`src/rtl/timer_pair_pkg.sv`:
```
package timer_pair_pkg;

    localparam int REG_AW = 4;

    typedef enum logic [1:0] {
        EDG_NONE = 2'b00,
        EDG_RISE = 2'b01,
        EDG_FALL = 2'b10,
        EDG_BOTH = 2'b11
    } edge_pick_e;

    // Configuration word bits [8:1]; bit 0 is the running flag on read.
    typedef struct packed {
        logic       sync_en;
        edge_pick_e edge_pick;
        logic       invert;
        logic       chain;
        logic       oneshot;
        logic       cnt_mode;
        logic       up;
    } chan_cfg_t;

    localparam int CFG_W  = $bits(chan_cfg_t);
    localparam int CTRL_W = CFG_W + 1;

    typedef struct packed {
        logic reload;
        logic stop;
        logic start;
    } run_cmd_t;

    typedef enum logic [REG_AW-1:0] {
        RA_CFG_A    = 4'd0,
        RA_CFG_B    = 4'd1,
        RA_RUN_A    = 4'd2,
        RA_RUN_B    = 4'd3,
        RA_RELOAD_A = 4'd4,
        RA_RELOAD_B = 4'd5,
        RA_COUNT_A  = 4'd6,
        RA_COUNT_B  = 4'd7,
        RA_IRQ_EN   = 4'd8,
        RA_IRQ_STAT = 4'd9
    } reg_addr_e;

    function automatic logic [CTRL_W-1:0] cfg_word(input chan_cfg_t c, input logic running);
        return {c, running};
    endfunction

endpackage

```
`src/rtl/tp_edge_unit.sv`:
```
module tp_edge_unit
    import timer_pair_pkg::*;
(
    input  logic       clk,
    input  logic       rst,
    input  logic       din,
    input  logic       invert,
    input  logic       sync_en,
    input  edge_pick_e pick,
    output logic       pulse
);
    logic raw, s1_q, s2_q, prev_q, sample;

    assign raw    = din ^ invert;
    assign sample = sync_en ? s2_q : raw;

    always_ff @(posedge clk) begin
        if (rst) begin
            s1_q   <= 1'b0;
            s2_q   <= 1'b0;
            prev_q <= 1'b0;
        end else begin
            s1_q   <= raw;
            s2_q   <= s1_q;
            prev_q <= sample;
        end
    end

    always_comb begin
        unique case (pick)
            EDG_RISE: pulse = sample & ~prev_q;
            EDG_FALL: pulse = ~sample & prev_q;
            EDG_BOTH: pulse = sample ^ prev_q;
            default:  pulse = 1'b0;
        endcase
    end

    // a rising-only selection cannot produce pulses on two adjacent cycles
    a_r7_rise_not_adjacent: assert property (@(posedge clk) disable iff (rst)
        (pulse && pick == EDG_RISE) |=> (!pulse || !$stable({pick, invert, sync_en})));

endmodule

```
`src/rtl/tp_channel.sv`:
```
module tp_channel
    import timer_pair_pkg::*;
#(
    parameter int W = 16
)(
    input  logic         clk,
    input  logic         rst,
    input  logic         tick,
    input  logic         carry_ok,
    input  logic         upper_term,
    input  logic         slave,
    input  logic         master_run,
    input  logic         up,
    input  logic         oneshot,
    input  logic         cmd_valid,
    input  run_cmd_t     cmd,
    input  logic [W-1:0] reload_val,
    output logic [W-1:0] count,
    output logic         running,
    output logic         term,
    output logic         expire
);
    logic         en_q;
    logic [W-1:0] cnt_q;
    logic         cmd_hit, step;

    assign running = slave ? master_run : en_q;
    assign cmd_hit = cmd_valid && (cmd.stop || cmd.start);
    assign term    = up ? (&cnt_q) : (cnt_q == '0);
    assign step    = running && tick && carry_ok && !cmd_hit;
    assign expire  = step && term && upper_term;
    assign count   = cnt_q;

    always_ff @(posedge clk) begin
        if (rst) begin
            en_q  <= 1'b0;
            cnt_q <= '0;
        end else if (cmd_hit) begin
            if (cmd.stop) begin
                en_q <= 1'b0;
            end else begin
                en_q <= 1'b1;
                if (cmd.reload) cnt_q <= reload_val;
            end
        end else if (step) begin
            if (term && upper_term) begin
                if (oneshot) begin
                    cnt_q <= '0;
                    en_q  <= 1'b0;
                end else begin
                    cnt_q <= reload_val;
                end
            end else if (up) begin
                cnt_q <= cnt_q + 1'b1;
            end else begin
                cnt_q <= cnt_q - 1'b1;
            end
        end
    end

    // an idle channel with no command keeps its count
    a_r3_idle_holds: assert property (@(posedge clk) disable iff (rst)
        (!running && !cmd_hit) |=> $stable(count));

    // a one-shot expiry leaves the channel stopped
    a_r6_oneshot_stops: assert property (@(posedge clk) disable iff (rst)
        (expire && oneshot) |=> !running);

    // a non-terminal down step removes exactly one
    a_r4_down_step: assert property (@(posedge clk) disable iff (rst)
        (step && !up && !term) |=> (count == $past(count) - 1'b1));

endmodule

```
`src/rtl/timer_pair.sv`:
```
module timer_pair
    import timer_pair_pkg::*;
#(
    parameter int HALF_W = 16
)(
    input  logic                  clk,
    input  logic                  rst,
    input  logic                  wr_en,
    input  logic [REG_AW-1:0]     addr,
    input  logic [2*HALF_W-1:0]   wdata,
    output logic [2*HALF_W-1:0]   rdata,
    input  logic [1:0]            ext_in,
    output logic [1:0]            irq
);
    localparam int FULL_W = 2 * HALF_W;
    localparam int NCH    = 2;

    chan_cfg_t           cfg_q    [NCH];
    logic [FULL_W-1:0]   reload_a_q;
    logic [HALF_W-1:0]   reload_b_q;
    logic [NCH-1:0]      irq_en_q, irq_stat_q;

    logic                chained;
    logic [NCH-1:0]      run_wr, pulse, tick_raw;
    logic [HALF_W-1:0]   cnt_s    [NCH];
    logic [NCH-1:0]      run_s, term_s, evt_s;

    logic [NCH-1:0]      ch_tick, ch_carry, ch_upper, ch_slave, ch_up, ch_once, ch_cmdv;
    logic [HALF_W-1:0]   ch_reload [NCH];
    logic [NCH-1:0]      stat_set, stat_clr;

    assign chained   = cfg_q[0].chain;
    assign run_wr[0] = wr_en && (addr == RA_RUN_A);
    assign run_wr[1] = wr_en && (addr == RA_RUN_B);

    // Register writes
    always_ff @(posedge clk) begin
        if (rst) begin
            cfg_q[0]   <= '0;
            cfg_q[1]   <= '0;
            reload_a_q <= '0;
            reload_b_q <= '0;
            irq_en_q   <= '0;
        end else if (wr_en) begin
            case (addr)
                RA_CFG_A:    cfg_q[0] <= chan_cfg_t'(wdata[CFG_W:1]);
                RA_CFG_B: begin
                    cfg_q[1]       <= chan_cfg_t'(wdata[CFG_W:1]);
                    cfg_q[1].chain <= 1'b0;
                end
                RA_RELOAD_A: reload_a_q <= wdata;
                RA_RELOAD_B: reload_b_q <= wdata[HALF_W-1:0];
                RA_IRQ_EN:   irq_en_q   <= wdata[NCH-1:0];
                default: ;
            endcase
        end
    end

    // Input conditioning per channel
    for (genvar i = 0; i < NCH; i++) begin : g_edge
        tp_edge_unit u_edge (
            .clk     (clk),
            .rst     (rst),
            .din     (ext_in[i]),
            .invert  (cfg_q[i].invert),
            .sync_en (cfg_q[i].sync_en),
            .pick    (cfg_q[i].edge_pick),
            .pulse   (pulse[i])
        );
        assign tick_raw[i] = cfg_q[i].cnt_mode ? pulse[i] : 1'b1;
    end

    // Role selection: B becomes the upper half of A when chained
    always_comb begin
        ch_tick[0]   = tick_raw[0];
        ch_carry[0]  = 1'b1;
        ch_upper[0]  = chained ? term_s[1] : 1'b1;
        ch_slave[0]  = 1'b0;
        ch_up[0]     = cfg_q[0].up;
        ch_once[0]   = cfg_q[0].oneshot;
        ch_cmdv[0]   = run_wr[0];
        ch_reload[0] = reload_a_q[HALF_W-1:0];

        ch_tick[1]   = chained ? tick_raw[0] : tick_raw[1];
        ch_carry[1]  = chained ? term_s[0] : 1'b1;
        ch_upper[1]  = 1'b1;
        ch_slave[1]  = chained;
        ch_up[1]     = chained ? cfg_q[0].up : cfg_q[1].up;
        ch_once[1]   = chained ? cfg_q[0].oneshot : cfg_q[1].oneshot;
        ch_cmdv[1]   = chained ? run_wr[0] : run_wr[1];
        ch_reload[1] = chained ? reload_a_q[FULL_W-1:HALF_W] : reload_b_q;
    end

    for (genvar i = 0; i < NCH; i++) begin : g_chan
        tp_channel #(.W(HALF_W)) u_chan (
            .clk        (clk),
            .rst        (rst),
            .tick       (ch_tick[i]),
            .carry_ok   (ch_carry[i]),
            .upper_term (ch_upper[i]),
            .slave      (ch_slave[i]),
            .master_run (run_s[0]),
            .up         (ch_up[i]),
            .oneshot    (ch_once[i]),
            .cmd_valid  (ch_cmdv[i]),
            .cmd        (run_cmd_t'(wdata[2:0])),
            .reload_val (ch_reload[i]),
            .count      (cnt_s[i]),
            .running    (run_s[i]),
            .term       (term_s[i]),
            .expire     (evt_s[i])
        );
    end

    // Status: set wins over a same-cycle clear
    always_comb begin
        stat_set    = evt_s;
        stat_set[1] = evt_s[1] && !chained;
        stat_clr    = (wr_en && addr == RA_IRQ_STAT) ? wdata[NCH-1:0] : '0;
    end

    always_ff @(posedge clk) begin
        if (rst) irq_stat_q <= '0;
        else     irq_stat_q <= stat_set | (irq_stat_q & ~stat_clr);
    end

    assign irq = irq_stat_q & irq_en_q;

    // Read mux
    always_comb begin
        rdata = '0;
        case (addr)
            RA_CFG_A:    rdata[CTRL_W-1:0] = cfg_word(cfg_q[0], run_s[0]);
            RA_CFG_B:    rdata[CTRL_W-1:0] = cfg_word(cfg_q[1], run_s[1]);
            RA_RELOAD_A: rdata = reload_a_q;
            RA_RELOAD_B: rdata[HALF_W-1:0] = reload_b_q;
            RA_COUNT_A:  rdata = chained ? {cnt_s[1], cnt_s[0]} : {{HALF_W{1'b0}}, cnt_s[0]};
            RA_COUNT_B:  rdata[HALF_W-1:0] = cnt_s[1];
            RA_IRQ_EN:   rdata[NCH-1:0] = irq_en_q;
            RA_IRQ_STAT: rdata[NCH-1:0] = irq_stat_q;
            default:     rdata = '0;
        endcase
    end

    // status of A rises only after an expiry of A
    a_r10_stat_needs_expiry: assert property (@(posedge clk) disable iff (rst)
        $rose(irq_stat_q[0]) |-> $past(evt_s[0]));

    // B's status cannot rise while the pair is chained
    a_r12_chain_mutes_b: assert property (@(posedge clk) disable iff (rst)
        $rose(irq_stat_q[1]) |-> !$past(chained));

endmodule

```
`config.mk`:
```
export PLATFORM = sky130hd
export DESIGN_NAME = timer_pair
export DESIGN_NICKNAME = d
export VERILOG_FILES = /design/src/rtl/timer_pair_pkg.sv /design/src/rtl/tp_edge_unit.sv /design/src/rtl/tp_channel.sv /design/src/rtl/timer_pair.sv
export SDC_FILE = /design/constraint.sdc
export NUM_CORES = 1
export LEC_CHECK = 0
export CELL_PAD_IN_SITES_DETAIL_PLACEMENT = 1
export CELL_PAD_IN_SITES_GLOBAL_PLACEMENT = 1
export CORE_MARGIN = 8
export CORE_UTILIZATION = 39
export DETAILED_ROUTE_END_ITERATION = 7
export GPL_TIMING_DRIVEN = 0
export PLACE_DENSITY_LB_ADDON = 0.1
export SLEW_MARGIN = 15
export SYNTH_ARGS = -nofsm -noshare
export SYNTH_HDL_FRONTEND = slang
export SYNTH_SLANG_ARGS = --single-unit
export TNS_END_PERCENT = 5
```
`constraint.sdc`:
```
create_clock -name clk -period 3 [get_ports clk]
set_input_delay 0.75 -clock clk [delete_from_list [all_inputs] [get_ports clk]]
set_output_delay 0.75 -clock clk [all_outputs]
set_load 0.02 [all_outputs]
```
After elaboration in Yosys (flattened, before gate mapping). Memories as Yosys holds them, arrays and structs flattened. Index checks and enable logic that the tools add are counted.

Mux-type cells: 58. Bitwise operators: 19. Eq/ne operators: 19. Reductions and logical operators: 37. Add/subtract/negate cells: 4.

Operators by type and width (count): 2-to-1 mux 16 bit (15); one-hot mux 7 bit (6 select lines) (1); 2-to-1 mux 1 bit (33); adder 16 x 1 -> 16 bit, second input constant (2); logical NOT 16 bit (2); 2-to-1 mux 32 bit (1); one-hot mux 16 bit (2 select lines) (1); AND reduction 16 bit (2); subtractor 16 x 1 -> 16 bit, second input constant (2); one-hot mux 7 bit (4 select lines) (1); == test 4 x 3 -> 1 bit, second input constant (4); 2-to-1 mux 8 bit (2); one-hot mux 2 bit (8 select lines) (1); logical AND 1 bit (15); AND reduction 3 bit (4); nonzero test 2 bit (6); == test 2 bit, second input constant (4); == test 4 x 2 -> 1 bit, second input constant (2); == test 4 bit, second input constant (2); inequality test 2 bit, second input constant (4); one-hot mux 1 bit (3 select lines) (2); AND reduction 2 bit (3); bitwise AND 1 bit (4); bitwise AND 2 bit (2); 11 further kinds (22).

Output and inout bits: 34. Word-level logic and storage cells: 152. Bits in registers: 92. Bits of input ports: 41. RAM bits: 16. Memories kept: 1.

Memory list: cfg_q (words 2, bits a word 8, read ports 2, clocked after memory_dff 0, write ports 2, line timer_pair.sv:18) `chan_cfg_t cfg_q [NCH];`.

Longest topological paths before layout. Gate-level depths: netlist of run 1. An unclocked memory read counts as a cell.

Word-level depth: 14. Mapped depth: 12. Depth with buffers taken out: 10.

Cells and area by module. From an unflattened synthesis of run 1, not the netlist that was laid out.

Cells, all modules: 867. Area, all modules: 7248.2 um^2.

Modules (own cells, without submodules): timer_pair (area each 3644.7 um^2, cells an instance 409, times used 1, seq. area each 1511.4 um^2); tp_channel (area each 1644.1 um^2, cells an instance 212, times used 2, seq. area each 340.3 um^2); tp_edge_unit (area each 157.7 um^2, cells an instance 17, times used 2, seq. area each 60.1 um^2).

Least setup slack after synthesis of run 1. OpenSTA, ideal clock, no wires.

Path type: input-to-output. Start: in addr[0]. End: out rdata[0]. Stages: 6. Slack: -0.048 ns. Buffers on the path: 3. Required time: 2.250 ns. Arrival time: 2.298 ns. Cells stage by stage: buf_2 -> buf_1 -> buf_1 -> nor2_1 -> a32oi_1 -> o221ai_1.

Word-level cells in the longest chain between the ends: 2. Elaborated cells between the ends (all ways): 9. Those cells by class: eq/ne (7); mux (1); reduce/logical (1).

RTL lines: start: declaration (line timer_pair.sv:9) `input logic [REG_AW-1:0] addr,`; == test 4 bit, or another cell as far along (line timer_pair.sv:132) `case (addr)`; one-hot mux 2 bit (8 select lines) * (line timer_pair.sv:132); end: declaration (line timer_pair.sv:11) `output logic [2*HALF_W-1:0] rdata,`.

Every way passes the cells marked *; elsewhere a longest branch is shown, timed or not.

==> impl_metrics.json, run 1 <==
{
  "core_sq_um": 17900,
  "top_usage_layer": "met2",
  "p_total_w": 0.00342,
  "max_freq_ghz": 0.336,
  "rr_endpoint": "g_chan[1].u_chan.count[11]",
  "drc_errors": 0,
  "ys_ff_latch": 108,
  "hold_path.class": "register to register",
  "reg2reg_depth": 10,
  "clk_latency_ps": 370,
  "combinationalPowerShare_pct": 20.7,
  "seqPwrFrac_pct": 45.1,
  "synthesis.nets": 914,
  "antenna_found_initial": 0,
  "fin_ws_ps": 22.0,
  "ios": 75,
  "power.switching_w": 0.00107,
  "endpoint": "g_chan[1].u_chan.count[11]",
  "drt_iter0_markers": 404,
  "tritoncts": "built",
  "rsz0062_at_grt": "true",
  "period_share_pct": 99.3,
  "maxSlewViolCount": 0,
  "async_flop_share_pct": 0,
  "period_minus_slack_ps": 2980,
  "cts_buffers": 9,
  "die_x_um": 151,
  "synthFlopType": "dfxtp_1",
  "cp_max_fo": 10,
  "netlist_area_sq_um": 7080,
  "ir_worst_vdd_v": 0.000284,
  "antennaDiodeCount": 0,
  "clock-skew-final_ps": 13.2,
  "powerDensity_nw_per_um2": 380,
  "seq_area_frac_synth_pct": 32.7,
  "clk_pin_slew_worst_paths_ps": 80,
  "wl_per_cell_um": 24.8,
  "post-place-ws_ps": -1930,
  "dp_hpwl_um": 22200,
  "met1_usage_pct": 31.1,
  "grt_pass1_wl_um": 44400,
  "die_area_sq_um": 22700,
  "switching_share_pct": 31.4,
  "ys_types": 71,
  "track_usage_pct": 25.6,
  "drive_gt1_share_pct": 22.2,
  "num_vias": 7334,
  "num_rows": 49,
  "initial_core_util_pct": 39.5,
  "p_int_w": 0.00234,
  "synth_area_per_cell_sq_um": 8.44,
  "yosys_warnings": 0,
  "fillers": 2120,
  "cts_root_buf": "clkbuf_16",
  "use_met3_pct": 4.00,
  "startpoint_type": "register",
  "drtAntennaViolNets": 0,
  "viasPerCell": 6.19,
  "grt_max_degree": 19,
  "area_delta_synth_final_pct": 26.8,
  "cts-htree-levels": 3,
  "reg2reg_from": "cfg_q[0][3]",
  "outcome": "finished clean",
  "fin_nets": 1025,
  "clock-sinks": 108,
  "hold_viol_final": 0,
  "p_clk_share_pct": 34.2,
  "crit_type": "register to register",
  "drt_wl_total_um": 29300,
  "worst_slew_pin_slew_ps": 857,
  "synth_edf_count": 15,
  "met2_usage_pct": 43.8,
  "portBuffers": 70,
  "cp.arrival_ps": 3200,
  "setup_viol": 0,
  "critPathLaunch": "cfg_q[0][3]",
  "holdBufCountCts": 0,
  "grt_pass1_vias": 7724,
  "gr-total-overflow": 0,
  "required_ps": 3230,
  "timing.slew.headroom_pct": 42.4,
  "dr.pass1.iters": 5,
  "cts_buffer_depth": 2,
  "cap_viol_max_count": 0,
  "gp_congestion": 0.946,
  "leakagePower_nw": 3.40,
  "endpoint_kind": "register",
  "r2r_setup_slack_ps": 20,
  "syn_inst": 839,
  "die_h_um": 151
}
## critical path, cell delays in order (launching register included)
cell	delay, ps
edfxtp_1	350
buf_6	180
mux2i_4	410
ha_1	300
clkbuf_1	190
nand3_1	170
o2111ai_2	240
a311oi_2	500
xnor2_2	140
a221oi_4	310
nor3_2	60
## cells in the final DEF, fill, tap and decap left out, types with 18 or more instances in the layout
master           instances
clkbuf_1                25
nor3_1                  30
a21oi_1                 65
xnor2_1                 18
clkdlybuf4s50_1         32
nor2_1                  40
nand2_1                130
mux2_2                  26
dfxtp_1                 93
and2_1                  23
ha_1                    32
nand3_1                 21
buf_4                   36
buf_2                   22
## sequential cells by signal (all words and copies together), names as in the netlist
| register | flops |
|---|---|
| g_chan.u_chan.count | 32 |
| reload_a_q | 32 |
| cfg_q | 16 |
| reload_b_q | 16 |
| g_chan.u_chan.en_q | 2 |
| g_edge.u_edge.prev_q | 2 |
| g_edge.u_edge.s1_q | 2 |
| g_edge.u_edge.s2_q | 2 |
| irq_en_q | 2 |
| irq_stat_q | 2 |
## power groups by stage
stage	Combinational, W	Clock, W	Sequential [W]
finish	0.000706	0.00117	0.00154
floorplan	0.000380	0	0.00155
global placement	0.000570	0	0.00157
CTS	0.000657	0.00118	0.00154
detailed placement	0.000592	0	0.00157
global route	0.000750	0.00123	0.00154
## per-layer routing
| layer | part of all wire (%) | vias up | routed length [um] |
|---|---|---|---|
| li1 | - | 3348 | - |
| met1 | 43 | 3694 | 12500 |
| met2 | 48 | 223 | 14200 |
| met3 | 4.6 | 69 | 1360 |
| met4 | 4.3 | 0 | 1250 |
| met5 | 0 | - | 0 |
## Yosys cell counts (4+ instances only)
| library cell | n | area [sq um] |
|---|---|---|
| a41oi_1 | 6 | 52.6 |
| buf_1 | 5 | 18.8 |
| inv_1 | 17 | 63.8 |
| o21a_1 | 8 | 60.1 |
| mux2i_1 | 7 | 70.1 |
| nor4_1 | 11 | 68.8 |
| nor2_1 | 47 | 176 |
| or2_2 | 5 | 31.3 |
| dfxtp_1 | 93 | 1860 |
| ha_1 | 32 | 400 |
| a31oi_1 | 8 | 50.1 |
| nand3b_1 | 8 | 60.1 |
| xnor2_1 | 19 | 166 |
| o221ai_1 | 9 | 78.8 |
| nor3_2 | 6 | 60.1 |
| nand4_1 | 10 | 62.6 |
| or3_1 | 4 | 25.0 |
| nand2_1 | 130 | 488 |
| o21ai_0 | 20 | 100 |
| a221oi_1 | 23 | 201 |
| o211ai_1 | 6 | 45.0 |
| nor2b_1 | 10 | 62.6 |
| a211oi_1 | 5 | 37.5 |
| a21oi_1 | 69 | 345 |
| buf_4 | 6 | 45.0 |
| mux4_2 | 7 | 158 |
| a22o_1 | 16 | 140 |
| a22oi_1 | 18 | 135 |
| nand2b_1 | 5 | 31.3 |
| clkbuf_1 | 35 | 131 |
| mux2_2 | 26 | 293 |
| buf_2 | 8 | 40.0 |
| edfxtp_1 | 15 | 450 |
| nand3_1 | 21 | 105 |
| xor2_1 | 7 | 61.3 |
| and2_1 | 24 | 150 |
| nor3_1 | 31 | 155 |
| and3_1 | 7 | 43.8 |
## timing repair
item | 4_1_cts | 5_1_grt
setup endpoints to repair | 98 | 41
gates resized for setup | 173 | 50
hold endpoints to repair | 0 | 0
pin swaps | 12 | 8
gates cloned | 1 | 1
setup buffers | 26 | 5
## through the flow
step           area, sq um  hold slack [ps]  util, %  cells  setup TNS, ps
4_1_cts               8760              451     48.9   1178          -19.7
6_report              8980              451     50.2   1184              0
2_1_floorplan         7080              414        -    839              0
3_5_place_dp          8080              445     45.1   1138        -106400
5_1_grt               8980              466     50.2   1184           -135
3_3_place_gp          8070              417     45.1   1138         -99290
## cell type report
class	count	area [sq um]	share of cell area [%]
sequential	108	2310	25.7
clock buffer	10	229	2.55
timing repair buffer	103	898	10.0
buffer	52	319	3.55
clock inverter	6	47.5	0.529
tap	229	287	3.19
inverter	17	67.6	0.752
multi-input combinational	659	4820	53.7
## worst min-delay path by stage
stage                                startpoint                     to  slack, ps  cells after the start
final                     g_edge[0].u_edge.s1_q  g_edge[0].u_edge.s2_q        450                      1
after global placement    g_edge[1].u_edge.s1_q  g_edge[1].u_edge.s2_q        420                      1
after floorplan           g_edge[0].u_edge.s1_q  g_edge[0].u_edge.s2_q        410                      1
after detailed placement  g_edge[0].u_edge.s1_q  g_edge[0].u_edge.s2_q        440                      1
after global routing      g_edge[1].u_edge.s1_q  g_edge[1].u_edge.s2_q        470                      1
after CTS                 g_edge[0].u_edge.s1_q  g_edge[0].u_edge.s2_q        450                      1
## kinds of logic after synthesis
family	share of synthesized area (%)
multiplexers	7.55
XOR/XNOR	3.22
AO/OA/AOI/OAI	22.9
adder cells (fa/ha/maj)	6.22
flip-flops	32.7
AND/OR/NAND/NOR	23.0
buffers and inverters	4.38
(Power assumes the default switching activity.)
==> run 2: changes to the inputs <==
Settings changed: HOLD_SLACK_MARGIN set to 0.02, PLACE_DENSITY set to 0.89, PLACE_DENSITY_LB_ADDON 0.1 to not set.
==> impl_metrics.json, run 2 (synthesis results as in run 1) <==
{
  "outcome": "finished with violations",
  "violations": "negative setup slack",
  "antenna_found_initial": 2,
  "cts-htree-levels": 3,
  "hold_path.class": "register to register",
  "cp_slowest_stage_delay_ps": 340,
  "max_freq_ghz": 0.319,
  "p_int_w": 0.00243,
  "power.switching_w": 0.00116,
  "clock-skew-final_ps": 19.3,
  "drt_wl_total_um": 33100,
  "die_x_um": 151,
  "final_common_cell": "nand2_1",
  "num_rows": 49,
  "track_usage_pct": 26.4,
  "combinationalPowerShare_pct": 20.3,
  "grt_pass1_wl_um": 46000,
  "initial_core_util_pct": 39.5,
  "ir_worst_vdd_v": 0.000311,
  "cp_num_buf_inv": 3,
  "clk_pin_slew_worst_paths_ps": 80,
  "reg2reg_from": "cfg_q[0][3]",
  "core_sq_um": 17900,
  "cts_buffers": 9,
  "period_minus_slack_ps": 3140,
  "reg2reg_depth": 11,
  "clk_latency_ps": 380,
  "hold_viol_final": 0,
  "fin_ws_ps": -136,
  "rsz0062_at_grt": "true",
  "dp_hpwl_um": 20800,
  "drive_gt1_share_pct": 21.5,
  "required_ps": 2250,
  "gr-total-overflow": 0,
  "grt_pass1_vias": 7950,
  "seqPwrFrac_pct": 43.0,
  "cp_top_family": "buffers and inverters",
  "fin_nets": 1020,
  "die_h_um": 151,
  "die_area_sq_um": 22700,
  "setup_viol": 13,
  "ios": 75,
  "powerDensity_nw_per_um2": 403,
  "holdBufCountCts": 0,
  "switching_share_pct": 32.4,
  "r2r_setup_slack_ps": 30,
  "cp_max_fo": 10,
  "cap_viol_max_count": 0,
  "p_clk_share_pct": 36.7,
  "utilization_pct": 49.8,
  "drc_errors": 0,
  "crit_chain": "clkdlybuf4s15_2 > clkbuf_4 > mux2i_1 > o21ai_0 > a22oi_1 > o22ai_1 > buf_4",
  "cts_buffer_depth": 2,
  "timing.slew.headroom_pct": 37.5,
  "whs_ps": 457,
  "grt_max_degree": 19,
  "drt_iter0_markers": 1063,
  "clock-sinks": 108,
  "hp-start": "g_edge[1].u_edge.s1_q",
  "gp_congestion": 0.933,
  "area_delta_synth_final_pct": 26.0,
  "worst_slew_pin_slew_ps": 931,
  "num_vias": 7971,
  "critPathSlowestCell": "clkdlybuf4s15_2",
  "whs_path_depth": 1,
  "final_cell_mix": "nand2_1, dfxtp_1, a21oi_1, nor2_1",
  "portBuffers": 70,
  "tritoncts": "built",
  "cts_root_buf": "clkbuf_16",
  "viasPerCell": 6.74,
  "cp.arrival_ps": 2390,
  "holdPathEnd": "g_edge[1].u_edge.s2_q",
  "period_share_pct": 105,
  "maxSlewViolCount": 0,
  "crit_type": "primary input to output pin",
  "rr_endpoint": "g_chan[1].u_chan.count[11]",
  "drtAntennaViolNets": 0,
  "wl_per_cell_um": 28.0,
  "leakagePower_nw": 3.36,
  "endpoint_kind": "output pin",
  "startpoint_type": "primary input",
  "dr.pass1.iters": 7
}
[run 2: repair_timing]
item / 4_1_cts / 5_1_grt
pin swaps: 9 / 9
gates resized for setup: 165 / 50
setup buffers: 21 / 7
endpoints found under the setup margin: 96 / 48
[run 2: area by class of cell]
cell class,count,area [sq um]
fillers,2096,8980
inverters,17,67.6
clock buffers,10,229
flip-flops and latches,108,2310
diodes,3,7.51
repair buffers,98,853
multi-input cells,659,4800
plain buffers,52,302
well taps,229,287
clock inverters,6,68.8
[run 2: worst max-delay path by stage]
| stage | startpoint | to | cells past startpoint |
|---|---|---|---|
| after floorplan | addr[2] | rdata[21] | 6 |
| after global placement | addr[2] | rdata[30] | 8 |
| after detailed placement | addr[2] | rdata[30] | 8 |
| after CTS | addr[2] | rdata[8] | 7 |
| after global routing | addr[2] | rdata[1] | 9 |
| final | addr[3] | rdata[1] | 7 |
[run 2: worst reg2reg max path, stage by stage, from the launching register on]
cell and delay (ps):
edfxtp_1 370, buf_4 210, mux2i_4 210, buf_12 150
buf_4 160, ha_1 230, nor3_1 310, o2111ai_2 240
a311oi_2 400, xnor2_1 160, a221oi_2 320, nor3_2 80
[run 2: through the flow]
stage                     power [W]  worst slack, ps  area, sq um  cells  setup TNS (ps)
after floorplan             0.00193             2.08         7080    839               0
after global placement      0.00213            -1800         8070   1138          -86240
after detailed placement    0.00215            -1850         8080   1138          -94730
after CTS                   0.00344            -5.82         8720   1172           -10.1
after global routing        0.00365             -125         8910   1179           -1240
final                       0.00359             -136         8920   1182            -598
[run 2: metal layers]
layer | up-vias | global-route usage (%) | routed length, um | part of all wire (%)
li1 | 3344 | - | - | -
met5 | - | 0 | 0 | 0
met1 | 3829 | 30.9 | 11900 | 36
met4 | 0 | 17.8 | 2500 | 7.5
met3 | 197 | 5.32 | 3360 | 10
met2 | 601 | 42.9 | 15300 | 46
[run 2: power by group through the flow]
stage	Sequential, W	Combinational (W)	Clock [W]
finish	0.00154	0.000728	0.00132
floorplan	0.00155	0.000380	0
CTS	0.00154	0.000648	0.00126
global route	0.00154	0.000762	0.00134
global placement	0.00157	0.000562	0
detailed placement	0.00157	0.000580	0
